<file path="src/rtl/tcap_pkg.sv">
package tcap_pkg;

  typedef enum logic [1:0] {
    TM_NOW   = 2'd0,
    TM_LEVEL = 2'd1,
    TM_ENTER = 2'd2,
    TM_BAD   = 2'd3
  } trig_mode_e;

  typedef enum logic [1:0] {
    ST_IDLE = 2'd0,
    ST_WAIT = 2'd1,
    ST_RUN  = 2'd2,
    ST_DONE = 2'd3
  } cap_state_e;

endpackage

</file>
<file path="src/rtl/tcap_trigger.sv">
module tcap_trigger
  import tcap_pkg::*;
#(
  parameter int CH_W = 64
) (
  input  logic            clk,
  input  logic            rst,
  input  logic [CH_W-1:0] probe_q,
  input  logic [CH_W-1:0] word,
  input  trig_mode_e      mode,
  output logic            hit
);

  logic [CH_W-1:0] prev_q;
  logic            now_eq;
  logic            prev_eq;

  always_ff @(posedge clk) begin
    if (rst) prev_q <= '0;
    else     prev_q <= probe_q;
  end

  assign now_eq  = (probe_q == word);
  assign prev_eq = (prev_q == word);

  always_comb begin
    case (mode)
      TM_NOW:   hit = 1'b1;
      TM_LEVEL: hit = now_eq;
      TM_ENTER: hit = now_eq && !prev_eq;
      default:  hit = 1'b0;
    endcase
  end

endmodule

</file>
<file path="src/rtl/tcap_pacer.sv">
module tcap_pacer #(
  parameter int PER_W   = 16,
  parameter int DEPTH_W = 16
) (
  input  logic               clk,
  input  logic               rst,
  input  logic               restart,
  input  logic               start,
  input  logic               advance,
  input  logic               sample_done,
  input  logic [PER_W-1:0]   period,
  input  logic [DEPTH_W-1:0] depth,
  output logic               take,
  output logic               depth_hit
);

  logic [PER_W-1:0]   tcnt;
  logic [DEPTH_W-1:0] stored;

  assign take      = advance && (tcnt == '0);
  assign depth_hit = sample_done && ((stored + 1'b1) == depth);

  always_ff @(posedge clk) begin
    if (rst || restart) begin
      tcnt   <= '0;
      stored <= '0;
    end else begin
      if (start)        tcnt <= period - 1'b1;
      else if (advance) tcnt <= take ? (period - 1'b1) : (tcnt - 1'b1);
      if (sample_done)  stored <= stored + 1'b1;
    end
  end

  // the stored-sample count never passes the latched depth
  assert_stored_le_depth_R4: assert property (@(posedge clk) disable iff (rst)
    stored <= depth);

endmodule

</file>
<file path="src/rtl/tcap_writer.sv">
module tcap_writer #(
  parameter int CH_W   = 64,
  parameter int ADDR_W = 18
) (
  input  logic              clk,
  input  logic              rst,
  input  logic              flush,
  input  logic              load,
  input  logic              enable,
  input  logic [CH_W-1:0]   sample,
  output logic              wr_en,
  output logic [ADDR_W-1:0] wr_addr,
  output logic [7:0]        wr_byte,
  output logic              last_byte
);

  localparam int BYTES = CH_W / 8;
  localparam int IDX_W = (BYTES > 1) ? $clog2(BYTES) : 1;

  logic [CH_W-1:0]   sbuf;
  logic [IDX_W-1:0]  bidx;
  logic              pend;
  logic [ADDR_W-1:0] wptr;
  logic [7:0]        lane [BYTES];

  for (genvar g = 0; g < BYTES; g++) begin : g_lane
    assign lane[g] = sbuf[g*8 +: 8];
  end

  assign wr_en     = enable && pend;
  assign last_byte = wr_en && (bidx == IDX_W'(BYTES - 1));
  assign wr_byte   = wr_en ? lane[bidx] : 8'h00;
  assign wr_addr   = wptr;

  always_ff @(posedge clk) begin
    if (rst || flush) begin
      sbuf <= '0;
      bidx <= '0;
      pend <= 1'b0;
      wptr <= '0;
    end else begin
      if (wr_en) begin
        wptr <= wptr + 1'b1;
        bidx <= bidx + 1'b1;
        if (last_byte) begin
          pend <= 1'b0;
          bidx <= '0;
        end
      end
      if (load) begin
        sbuf <= sample;
        bidx <= '0;
        pend <= 1'b1;
      end
    end
  end

  // a new sample never lands on bytes that are still unwritten
  assert_load_clean_R3: assert property (@(posedge clk) disable iff (rst)
    (load && !flush) |-> (!pend || last_byte));

  // back-to-back byte writes go to consecutive addresses
  assert_addr_step_R3: assert property (@(posedge clk) disable iff (rst)
    (wr_en && $past(wr_en)) |-> (wptr == ADDR_W'($past(wptr) + 1'b1)));

endmodule

</file>
<file path="src/rtl/tcap_busmux.sv">
module tcap_busmux #(
  parameter int ADDR_W = 18
) (
  input  logic              clk,
  input  logic              rst,
  input  logic              own,
  input  logic              eng_we,
  input  logic [ADDR_W-1:0] eng_addr,
  input  logic [7:0]        eng_data,
  input  logic              mcu_we,
  input  logic [ADDR_W-1:0] mcu_addr,
  input  logic [7:0]        mcu_wdata,
  input  logic [7:0]        mem_rdata,
  output logic              mem_we,
  output logic [ADDR_W-1:0] mem_addr,
  output logic [7:0]        mem_wdata,
  output logic [7:0]        mcu_rdata
);

  always_ff @(posedge clk) begin
    if (rst) begin
      mem_we    <= 1'b0;
      mem_addr  <= '0;
      mem_wdata <= '0;
      mcu_rdata <= '0;
    end else begin
      mem_we    <= own ? eng_we   : mcu_we;
      mem_addr  <= own ? eng_addr : mcu_addr;
      mem_wdata <= own ? eng_data : mcu_wdata;
      mcu_rdata <= mem_rdata;
    end
  end

  // with the controller owning the bus, its strobe and address reach memory
  assert_mcu_owns_bus_R5: assert property (@(posedge clk) disable iff (rst)
    !own |=> (mem_we == $past(mcu_we)) && (mem_addr == $past(mcu_addr)));

endmodule

</file>
<file path="src/rtl/logic_capture.sv">
module logic_capture
  import tcap_pkg::*;
#(
  parameter int CH_W    = 64,
  parameter int ADDR_W  = 18,
  parameter int PER_W   = 16,
  parameter int DEPTH_W = 16
) (
  input  logic               clk,
  input  logic               rst,
  input  logic [CH_W-1:0]    probe_in,
  input  logic               sel_a,
  input  logic               sel_b,
  input  logic               arm,
  input  logic               irq_clr,
  input  logic [CH_W-1:0]    cfg_word,
  input  logic [1:0]         cfg_mode,
  input  logic [PER_W-1:0]   cfg_period,
  input  logic [DEPTH_W-1:0] cfg_depth,
  input  logic               mcu_we,
  input  logic [ADDR_W-1:0]  mcu_addr,
  input  logic [7:0]         mcu_wdata,
  output logic [7:0]         mcu_rdata,
  output logic               mem_we,
  output logic [ADDR_W-1:0]  mem_addr,
  output logic [7:0]         mem_wdata,
  input  logic [7:0]         mem_rdata,
  output logic               irq,
  output logic               cfg_err
);

  localparam int BYTES   = CH_W / 8;
  localparam int BYTE_SH = $clog2(BYTES);
  localparam longint unsigned CAP = 64'd1 << (ADDR_W - BYTE_SH);

  logic [CH_W-1:0]    probe_q;
  logic               own_q;
  logic [CH_W-1:0]    word_q;
  trig_mode_e         mode_q;
  logic [PER_W-1:0]   period_q;
  logic [DEPTH_W-1:0] depth_q;
  cap_state_e         state;

  logic cfg_ok, hit, trig_go, running, take, depth_hit, load;
  logic wr_en, last_byte;
  logic [ADDR_W-1:0] wr_addr;
  logic [7:0]        wr_byte;

  always_ff @(posedge clk) begin
    if (rst) begin
      probe_q <= '0;
      own_q   <= 1'b0;
    end else begin
      probe_q <= probe_in;
      own_q   <= sel_a | sel_b;
    end
  end

  assign cfg_ok = (cfg_mode != TM_BAD) &&
                  (cfg_period >= PER_W'(BYTES)) &&
                  (cfg_depth != '0) &&
                  (64'(cfg_depth) <= CAP);

  assign trig_go = (state == ST_WAIT) && own_q && hit;
  assign running = (state == ST_RUN) && own_q;
  assign load    = trig_go || (take && !depth_hit);

  always_ff @(posedge clk) begin
    if (rst) begin
      state    <= ST_IDLE;
      irq      <= 1'b0;
      cfg_err  <= 1'b0;
      word_q   <= '0;
      mode_q   <= TM_NOW;
      period_q <= '0;
      depth_q  <= '0;
    end else if (arm) begin
      irq     <= 1'b0;
      cfg_err <= !cfg_ok;
      if (cfg_ok) begin
        state    <= ST_WAIT;
        word_q   <= cfg_word;
        mode_q   <= trig_mode_e'(cfg_mode);
        period_q <= cfg_period;
        depth_q  <= cfg_depth;
      end else begin
        state <= ST_IDLE;
      end
    end else begin
      if (trig_go) state <= ST_RUN;
      if (depth_hit) begin
        state <= ST_DONE;
        irq   <= 1'b1;
      end else if (irq_clr) begin
        irq <= 1'b0;
      end
    end
  end

  tcap_trigger #(.CH_W(CH_W)) trig_i (
    .clk(clk), .rst(rst), .probe_q(probe_q), .word(word_q),
    .mode(mode_q), .hit(hit)
  );

  tcap_pacer #(.PER_W(PER_W), .DEPTH_W(DEPTH_W)) pacer_i (
    .clk(clk), .rst(rst), .restart(arm), .start(trig_go),
    .advance(running), .sample_done(last_byte), .period(period_q),
    .depth(depth_q), .take(take), .depth_hit(depth_hit)
  );

  tcap_writer #(.CH_W(CH_W), .ADDR_W(ADDR_W)) writer_i (
    .clk(clk), .rst(rst), .flush(arm), .load(load && !arm),
    .enable(running), .sample(probe_q), .wr_en(wr_en),
    .wr_addr(wr_addr), .wr_byte(wr_byte), .last_byte(last_byte)
  );

  tcap_busmux #(.ADDR_W(ADDR_W)) mux_i (
    .clk(clk), .rst(rst), .own(own_q), .eng_we(wr_en),
    .eng_addr(wr_addr), .eng_data(wr_byte), .mcu_we(mcu_we),
    .mcu_addr(mcu_addr), .mcu_wdata(mcu_wdata), .mem_rdata(mem_rdata),
    .mem_we(mem_we), .mem_addr(mem_addr), .mem_wdata(mem_wdata),
    .mcu_rdata(mcu_rdata)
  );

  // the interrupt holds until cleared or re-armed
  assert_irq_sticky_R4: assert property (@(posedge clk) disable iff (rst)
    (irq && !irq_clr && !arm) |=> irq);

  // a refused configuration leaves the engine idle
  assert_err_idle_R6: assert property (@(posedge clk) disable iff (rst)
    cfg_err |-> (state == ST_IDLE));

endmodule

</file>
<file path="config.mk">
export PLATFORM = sky130hd
export DESIGN_NAME = logic_capture
export DESIGN_NICKNAME = d
export VERILOG_FILES = /design/src/rtl/tcap_pkg.sv /design/src/rtl/tcap_trigger.sv /design/src/rtl/tcap_pacer.sv /design/src/rtl/tcap_writer.sv /design/src/rtl/tcap_busmux.sv /design/src/rtl/logic_capture.sv
export SDC_FILE = /design/constraint.sdc
export NUM_CORES = 1
export LEC_CHECK = 0
export ABC_AREA = 1
export BUFFER_PORTS_ARGS = -buffer_cell sky130_fd_sc_hd__buf_4
export CORE_UTILIZATION = 58
export DETAILED_ROUTE_END_ITERATION = 8
export GPL_ROUTABILITY_DRIVEN = 0
export PLACE_DENSITY = 0.88
export SLEW_MARGIN = 20
export SYNTH_ARGS = -nofsm -noshare
export SYNTH_HDL_FRONTEND = slang
export SYNTH_SLANG_ARGS = --single-unit
</file>
<file path="constraint.sdc">
create_clock -name clk -period 2.8 [get_ports clk]
set_input_delay 0.14 -clock clk [delete_from_list [all_inputs] [get_ports clk]]
set_output_delay 0.14 -clock clk [all_outputs]
set_load 0.02 [all_outputs]
</file>
### After elaboration in Yosys (flattened, before gate mapping)

Cells that the tools add are included.
W data, S select, Z words.

* register bits after elaboration: 384
* output and inout port bits: 37

* add/sub/neg operators: 5
* bitwise logic cells: 2
* $lt $le $gt $ge: 3
* eq/ne operators: 9
* multiplexer cells: 21
* reductions and logical operators: 31

Operators by type and width (count)
* $eq A64 B64 Y1: 2
* $mux W16: 3
* $mux W8: 4
* $sub A16 B1 Y16 const B: 2
* $bmux W8 S3: 1
* $add A18 B1 Y18 const B: 1
* $mux W18: 1
* $add A16 B1 Y16 const B: 1
* $eq A16 B16 Y1: 1
* $ge A16 B4 Y1 const B: 1
* $le A16 B16 Y1 const B: 1
* $logic_not A16 Y1: 1
* $reduce_bool A16 Y1: 1
* $logic_and A1 B1 Y1: 13
* $reduce_bool A2 Y1: 4
* $mux W1: 7
* $mux W2: 3
* $eq A2 B1 Y1 const B: 2
* $eq A2 B2 Y1 const B: 2
* $ge A4 B4 Y1 const B: 1
* $logic_not A1 Y1: 4
* $not A3 Y4: 1
* $reduce_and A2 Y1: 2
* $reduce_or A2 Y1: 2
* 9 further kinds: 10

### Logic depth before layout (Yosys ltp)

Gate-level depths: netlist of run 1.

* word-level depth: 11
* gate-level depth with buffers: 18
* gate-level depth less buffers: 17

### Cells and area by module

A second synthesis of run 1 with hierarchy kept.

* cell total of the unflattened synthesis: 2628
* area total of the unflattened synthesis: 17883.4 um2

By module, submodules not included
* logic_capture: cells an instance 718, area each 5830.6 um2, instances 1
* tcap_trigger: cells an instance 705, area each 3960.0 um2, instances 1
* tcap_writer: cells an instance 563, area each 3897.5 um2, instances 1
* tcap_pacer: cells an instance 446, area each 2722.6 um2, instances 1
* tcap_busmux: cells an instance 196, area each 1472.7 um2, instances 1

### Worst setup path before layout of run 1

OpenSTA, ideal clock, no wires.

* path kind: flip-flop to flip-flop
* start: register pacer_i.stored[0]
* end: register writer_i.sbuf[49]
* data arrival time: 1.987 ns
* path buffers: 2
* slack: 0.698 ns
* cell stages (with the launch flop): 17
* path through: dfxtp_1 -> ha_1 -> nand3_2 -> inv_2 -> nand2_2 -> nor2_2 -> nand2_1 -> nand3_1 -> nand2_1 -> nor2_1 -> nand3_1 -> nor2_2 -> nor2_4 -> buf_6 -> buf_2 -> a21oi_1 -> nor2_1

* longest elaborated chain between the ends: 7

Ends and longest elaborated chain
* start, declared: line tcap_pacer.sv:18 `logic [DEPTH_W-1:0] stored;`
* start signal, assigned: line tcap_pacer.sv:30 `if (sample_done) stored <= stored + 1'b1;`
* $add A16 B1 Y16: line tcap_pacer.sv:21 `assign depth_hit = sample_done && ((stored + 1'b1) == depth);`
* $eq A16 B16 Y1: line tcap_pacer.sv:21
* $logic_and A1 B1 Y1: line tcap_pacer.sv:21
* $logic_not A1 Y1: line logic_capture.sv:66 `assign load = trig_go || (take && !depth_hit);`
* $logic_and A1 B1 Y1: line logic_capture.sv:66
* $logic_or A1 B1 Y1: line logic_capture.sv:66
* $logic_and A1 B1 Y1: line logic_capture.sv:112 `.clk(clk), .rst(rst), .flush(arm), .load(load && !arm),`
* end signal, assigned: line tcap_writer.sv:51 `sbuf <= sample;`
* end, declared: line tcap_writer.sv:20 `logic [CH_W-1:0] sbuf;`

Every way passes these cells.
A chain may end at the register's enable or synchronous reset.

### Worst setup path in the final report of run 1

* start: register probe_q[59]
* end: register writer_i.sbuf[7]

* longest elaborated chain between the ends: 6

Ends and longest elaborated chain
* start, declared: line logic_capture.sv:36 `logic [CH_W-1:0] probe_q;`
* start signal, assigned: line logic_capture.sv:54 `probe_q <= probe_in;`
* $eq A64 B64 Y1 (*): line tcap_trigger.sv:23 `assign now_eq = (probe_q == word);`
* $logic_and A1 B1 Y1: line tcap_trigger.sv:30 `TM_ENTER: hit = now_eq && !prev_eq;`
* $pmux W1 S3 (*): line tcap_trigger.sv:27 `case (mode)`
* $logic_and A1 B1 Y1 (*): line logic_capture.sv:64 `assign trig_go = (state == ST_WAIT) && own_q && hit;`
* $logic_or A1 B1 Y1 (*): line logic_capture.sv:66
* $logic_and A1 B1 Y1 (*): line logic_capture.sv:112

Mark *: on every way between the ends. The rest lies on a longest branch, timed or not.

==> impl_results.md, run 1 <==
- Hold_ws: 0.0115 ns
- Synth warn: 0
- Final period utilization: 96.6%
- Finished Layout Cells: 3,274
- Cell variety after synth: 38
- Critical path capture point type: flip-flop
- Clock Latency Late Sink: 0.54 ns
- DRT Wirelength: 57.2 mm
- Synth Area in XOR/XNOR: 4.40%
- Setup Buffers After CTS: 0
- Outcome: finished, final reports clean
- CTS clk-pin slew, worst paths: 0.07 ns
- Dominant cells by area after synthesis: dfxtp_1, nand2_1, nor2_1
- DP Area: 0.0192 mm²
- Initial Utilization: 59.3%
- Hpwl dp: 30.3 mm
- Longest Clk Path Bufs: 3
- TritonCTS clock tree: built
- WP buf/inv: 2
- Unrepaired setup endpoints after global routing: no
- Crit Path Max Fanout: 24
- Most frequent cells in the layout: nand2_1, nor2_1, dfxtp_1, inv_1, buf_4
- Row count: 62
- Vias in the first global route: 18,200
- Cells after DPL: 3,007
- Minimum clock period: 2.71 ns
- Clock root buffer: clkbuf_16
- Hold Violations, Final: 0
- Crit path launch type: flip-flop
- Final nets: 3,069
- Max stage delay on crit path: 0.38 ns
- WP data required: 3.22 ns
- Die X: 174 µm
- Vias/cell: 5.62
- Syn Nets: 2,678
- Critical Path AT: 3.12 ns
- Core ar.: 0.0289 mm²
- Cell Area, Synth: 0.0171 mm²
- Routed Antenna Nets: 0
- Syn Inst Count: 2,469
- Worst Hold Class: in -> reg
- DRT iter0 DRCs: 1,848
- VDD IR max: 0.478 mV
- Largest family of logic cells by synthesized area: simple AND/OR/NAND/NOR gates
- WS Path Type: reg -> reg
- Final Core Density: 78.1%
- WL/cell: 17.5 µm
- Number of port buffers: 239
- Mux cell area share after synthesis: 0.117%
- CTS sink cnt: 384
- Ports: 240
- First-pass detailed-route iteration total: 9
- CTS buffer count: 40
- Worst slew pin tran: 0.849 ns
- Area leader, netlist: dfxtp_1
- Final-report max-slew violation count: 0
- CP max-delay cell: dfxtp_1
- Layout cells sized above 1: 13.3%
- Total GRT Usage: 36.3%
- Most common cell after layout, fill and taps aside: nand2_1
- Fillers: 1,787
- Post-route cell area: 0.0225 mm²
- Setup_tns: 0 ns
- Synthesis-to-finish area growth: 31.7%
- Synth Area in Simple Gates: 26.5%
- H-Tree Depth: 2
- Die Y: 174 µm
- PwrDens: 590 mW/mm²
- Max Fclk: 0.370 GHz
- Setup Skew: 0.0195 ns
- Vias: 18,400
- Synthesized flop and latch total: 384
- Synth Area in Adders: 0.438%
- Flop2flop setup slack: 0.09 ns
- Final setup viols: 0
- Slew headroom: 43.4%
- Max cap viols: 0
- Post-synthesis compound-gate area fraction: 12.6%
- Worst-path cell chain: inv_1 > nand2_1 > nand2_1 > nor2_1 > nand2_1 > nor2_1 > nand2_1 > nor2_1 > nand2_1 > a21oi_4 > nand2_4 > nand2_4 > nand2_2 > clkbuf_16 > nor2_1 > nor2_1
- Initial antenna violation count: 2
- Yosys top cell area share: 44.9%
- DRC violation count after routing: 0
- Remaining Overflow, GRT: 0
- Largest net degree at the start of global routing: 148
- First-pass GRT wire length: 88.4 mm
- Register area share after synthesis: 44.9%
- DIE AREA: 0.0302 mm²
- Top delay family on crit path: simple AND/OR/NAND/NOR gates
- Leak: 0.0107 µW
- Syn avg cell area: 6.94 µm²
- N_diodes: 0
[cell type report]
class	instances	area, µm²	area share [%]
clock buffers	53	1120	4.97
clock inverters	19	260	1.15
inverters	373	1400	6.23
multi-input cells	1606	7570	33.6
flip-flops and latches	384	7690	34.1
well taps	384	480	2.13
repair buffers	455	4030	17.9
[synthesized netlist by cell type, drive strengths merged]
cell / number
a21oi: 187
nor3b: 1
a221oi: 1
mux2i: 2
nand4: 14
o21ai: 195
clkinv: 4
nand3b: 3
nor3: 21
o22ai: 16
xor2: 80
clkbuf: 81
dfxtp: 384
o21bai: 2
nor2b: 1
o211ai: 9
o221ai: 4
inv: 369
nor2: 409
ha: 6
nand2: 511
nand3: 129
or2: 1
nor4: 8
buf: 25
xnor2: 6
[layer usage]
metal	vias up	wire length, µm	global-route usage [%]
met3	322	5110	7.83
li1	8440	-	-
met4	2	3700	24.0
met1	8464	20700	39.6
met5	-	13	0
met2	1164	27700	63.3
[power by group]
part	total (µW)	internal [µW]	switching [µW]
sequential	5850	5690	165
clock	5680	3390	2290
combinational	1770	779	992
total	13300	9850	3450
[sequential cells by signal (all words and copies together), names as in the netlist, 18 cells and up]
register          flops
trig_i.prev_q        64
word_q               64
mux_i.mem_addr       18
writer_i.wr_addr     18
probe_q              64
writer_i.sbuf        64
[logic make-up after synthesis]
kind of cell | count (synthesis)
multiplexers | 2
flip-flops | 384
adder cells (fa/ha/maj) | 6
AND/OR/NAND/NOR | 1098
buffers and inverters | 479
AO/OA/AOI/OAI | 414
XOR/XNOR | 86
[stage by stage]
stage | worst slack (ns) | total power [µW]
global route | 0.00600 | 13700
detailed placement | 0.193 | 7360
finish | 0.0950 | 13300
global placement | 0.276 | 7310
CTS | 0.178 | 13100
floorplan | 0.698 | 6820
[timing repair]
action                                 4_1_cts  5_1_grt
endpoints found under the hold margin      192        0
hold buffers                               193        0
setup endpoints to repair                    0       42
resized for setup                            0        3
[path summary, 6_finish.rpt]
check / from / endpoint / depth (start not counted)
worst min-delay path: cfg_word[39] / word_q[39] / 3
worst max register to register: probe_q[59] / writer_i.sbuf[7] / 16
worst min register to register: writer_i.pend / writer_i.pend / 2
worst max-delay path: probe_q[59] / writer_i.sbuf[7] / 16
[worst min-delay path, delay by kind of cell]
family | cells | cell delay (ns)
AO/OA/AOI/OAI | 2 | 0.28
buffers and inverters | 1 | 0.08
No activity file was read; power rests on OpenSTA's default activity.
==> run 2, diff against run 1 <==
--- a/config.mk
+++ b/config.mk
@@ -7,6 +7,7 @@
 export LEC_CHECK = 0
 export ABC_AREA = 1
 export BUFFER_PORTS_ARGS = -buffer_cell sky130_fd_sc_hd__buf_4
+export CORE_MARGIN = 4
 export CORE_UTILIZATION = 58
 export DETAILED_ROUTE_END_ITERATION = 8
 export GPL_ROUTABILITY_DRIVEN = 0
==> run 2 against run 1 <==
Compared with the run above:
- first-iteration DRC count grew 0.27%
- count of clock-buffer cells in the layout grew 5
- non-clock buffer count up 7
- fmax increased by 2.6%
- wire length is 1.8% lower
- die area is 7.0% higher
- critical path depth is the same
- critical path type unchanged
- critical endpoint is now pacer_i.tcnt[4]
==> impl_results.md, run 2 (synthesis gave the netlist of run 1 again) <==
- Outcome: finished, final reports clean
- Hold Violations, Final: 0
- Layout cells sized above 1: 13.1%
- Ports: 240
- Min-delay src: mcu_wdata[4]
- CTS clk-pin slew, worst paths: 0.06 ns
- Vias in the first global route: 18,200
- Worst-path cell chain: inv_1 > nand2_1 > nand2_1 > nor2_1 > nand2_1 > nor2_1 > nand2_1 > nor2_1 > nand2_1 > nand2_1 > nand2_1 > nand2_4 > nand2_1 > buf_4 > o21ai_0 > nor2_1
- Critical path capture point type: flip-flop
- Crit path launch type: flip-flop
- Initial Utilization: 59.2%
- Flop2flop setup slack: 0.16 ns
- Finished Layout Cells: 3,282
- Longest Clk Path Bufs: 3
- Hold Path Cell Cnt: 3
- WP buf/inv: 2
- Clock root buffer: clkbuf_16
- Final setup viols: 0
- Max stage delay on crit path: 0.37 ns
- CP dominant cell by count: nand2_1
- Largest net degree at the start of global routing: 144
- Worst Hold Class: in -> reg
- Minimum clock period: 2.64 ns
- Max Fclk: 0.379 GHz
- CTS sink cnt: 384
- Initial antenna violation count: 6
- Hold Path End: mux_i.mem_wdata[4]
- Most common cell after layout, fill and taps aside: nand2_1
- TritonCTS clock tree: built
- Top delay family on crit path: simple AND/OR/NAND/NOR gates
- Synthesis-to-finish area growth: 31.3%
- VDD IR max: 0.465 mV
- H-Tree Depth: 2
- Remaining Overflow, GRT: 0
- Post-Place Setup Slack: 0.233 ns
- Leak: 0.0106 µW
- Number of port buffers: 239
- Vias: 18,100
- Final-report max-slew violation count: 0
- Most frequent cells in the layout: nand2_1, nor2_1, dfxtp_1, inv_1, buf_4
- Final period utilization: 94.2%
- PnR worst setup slack: 0.162 ns
- Routed Antenna Nets: 0
- CP max-delay cell: dfxtp_1
- DRC violation count after routing: 0
- DP Area: 0.0192 mm²
- Total GRT Usage: 32.8%
- Cells after DPL: 3,008
- Die X: 180 µm
- Unrepaired setup endpoints after global routing: no
- Final nets: 3,075
- Reg2Reg Depth: 16
- CTS buffer count: 39
- Post-route cell area: 0.0225 mm²
- Vias/cell: 5.52
- Core ar.: 0.0289 mm²
- WL/cell: 17.1 µm
- Setup_tns: 0 ns
- Crit Path Max Fanout: 17
- Row count: 62
- Die Y: 180 µm
- PwrDens: 569 mW/mm²
- RR Endpoint: pacer_i.tcnt[4]
- Critical Path AT: 3.03 ns
- Pwr Total: 12,800 µW
- Setup Skew: 0.0186 ns
- DRT iter0 DRCs: 1,853
- Clock Latency Late Sink: 0.53 ns
- Hpwl dp: 31.2 mm
- Reg2reg start: word_q[12]
- Slew headroom: 30.1%
- DRT Wirelength: 56.2 mm
- WP data required: 3.20 ns
- First-pass detailed-route iteration total: 8
- First-pass GRT wire length: 88.8 mm
- Worst slew pin tran: 1.05 ns
- DIE AREA: 0.0323 mm²
- Max cap viols: 0
- WS Path Type: reg -> reg
==> run 2: changes by cell type in the layout (fill, tap and decap cells not counted), moves of 2 or more <==
cell	before	now
buf_4	252	255
bufinv_16	6	2
clkbuf_1	7	12
clkinv_2	9	4
clkinvlp_4	1	6
diode_2	0	6
dlygate4sd3_1	193	199
inv_1	353	351
inv_6	3	0
==> run 2: final cells by class <==
cell class	count	area (µm²)
antenna	6	15.0
clock inverter	9	104
sequential	384	7690
tap	384	480
timing repair buffer	462	4060
multi-input combinational	1606	7570
clock buffer	58	1140
fill	1779	6460
inverter	373	1420
==> run 2: layer usage <==
metal  vias up  routed length (µm)  track usage [%]  share of wire [%]
met2      1052               27500             57.2                 49
li1       8460                   -                -                  -
met4         0                3740             20.4                6.7
met3       314                4480             5.62                8.0
met5         -                   0                0                  0
met1      8301               20500             37.3                 36
==> run 2: timing repair <==
action	4_1_cts	5_1_grt
setup buffers	0	1
hold buffers	199	0
hold endpoints to repair	195	0
setup endpoints to repair	0	58
gates resized for setup	0	7
==> run 2: metrics by stage <==
stage / hold slack (ns) / utilization [%]
5_1_grt: 0.00579 / 77.7
2_1_floorplan: 0.247 / -
3_3_place_gp: 0.340 / 66.2
4_1_cts: 0.00231 / 77.4
3_5_place_dp: 0.345 / 66.2
6_report: 0.0130 / 77.7
==> run 2: worst max path at each step <==
stage | from | end | slack (ns) | depth (start not counted)
3_3_place_gp | pacer_i.stored[0] | writer_i.bidx[2] | 0.28 | 16
5_1_grt | state[0] | pacer_i.stored[10] | 0.009 | 11
4_1_cts | state[0] | pacer_i.stored[10] | 0.14 | 11
3_5_place_dp | probe_q[47] | writer_i.sbuf[44] | 0.23 | 16
6_report | word_q[12] | pacer_i.tcnt[4] | 0.16 | 16
2_1_floorplan | pacer_i.stored[0] | writer_i.sbuf[49] | 0.70 | 16
==> run 2: power by group <==
group	internal, µW	switching, µW
Combinational	783	981
Sequential	5690	160
Clock	3000	2180
Total	9470	3320
==> run 2: worst register-to-register path, delay by kind of cell (launching register included) <==
kind / cells / cell delay (ns)
buffers and inverters: 2 / 0.32
flip-flops: 1 / 0.37
AO/OA/AOI/OAI: 1 / 0.23
AND/OR/NAND/NOR: 13 / 1.58
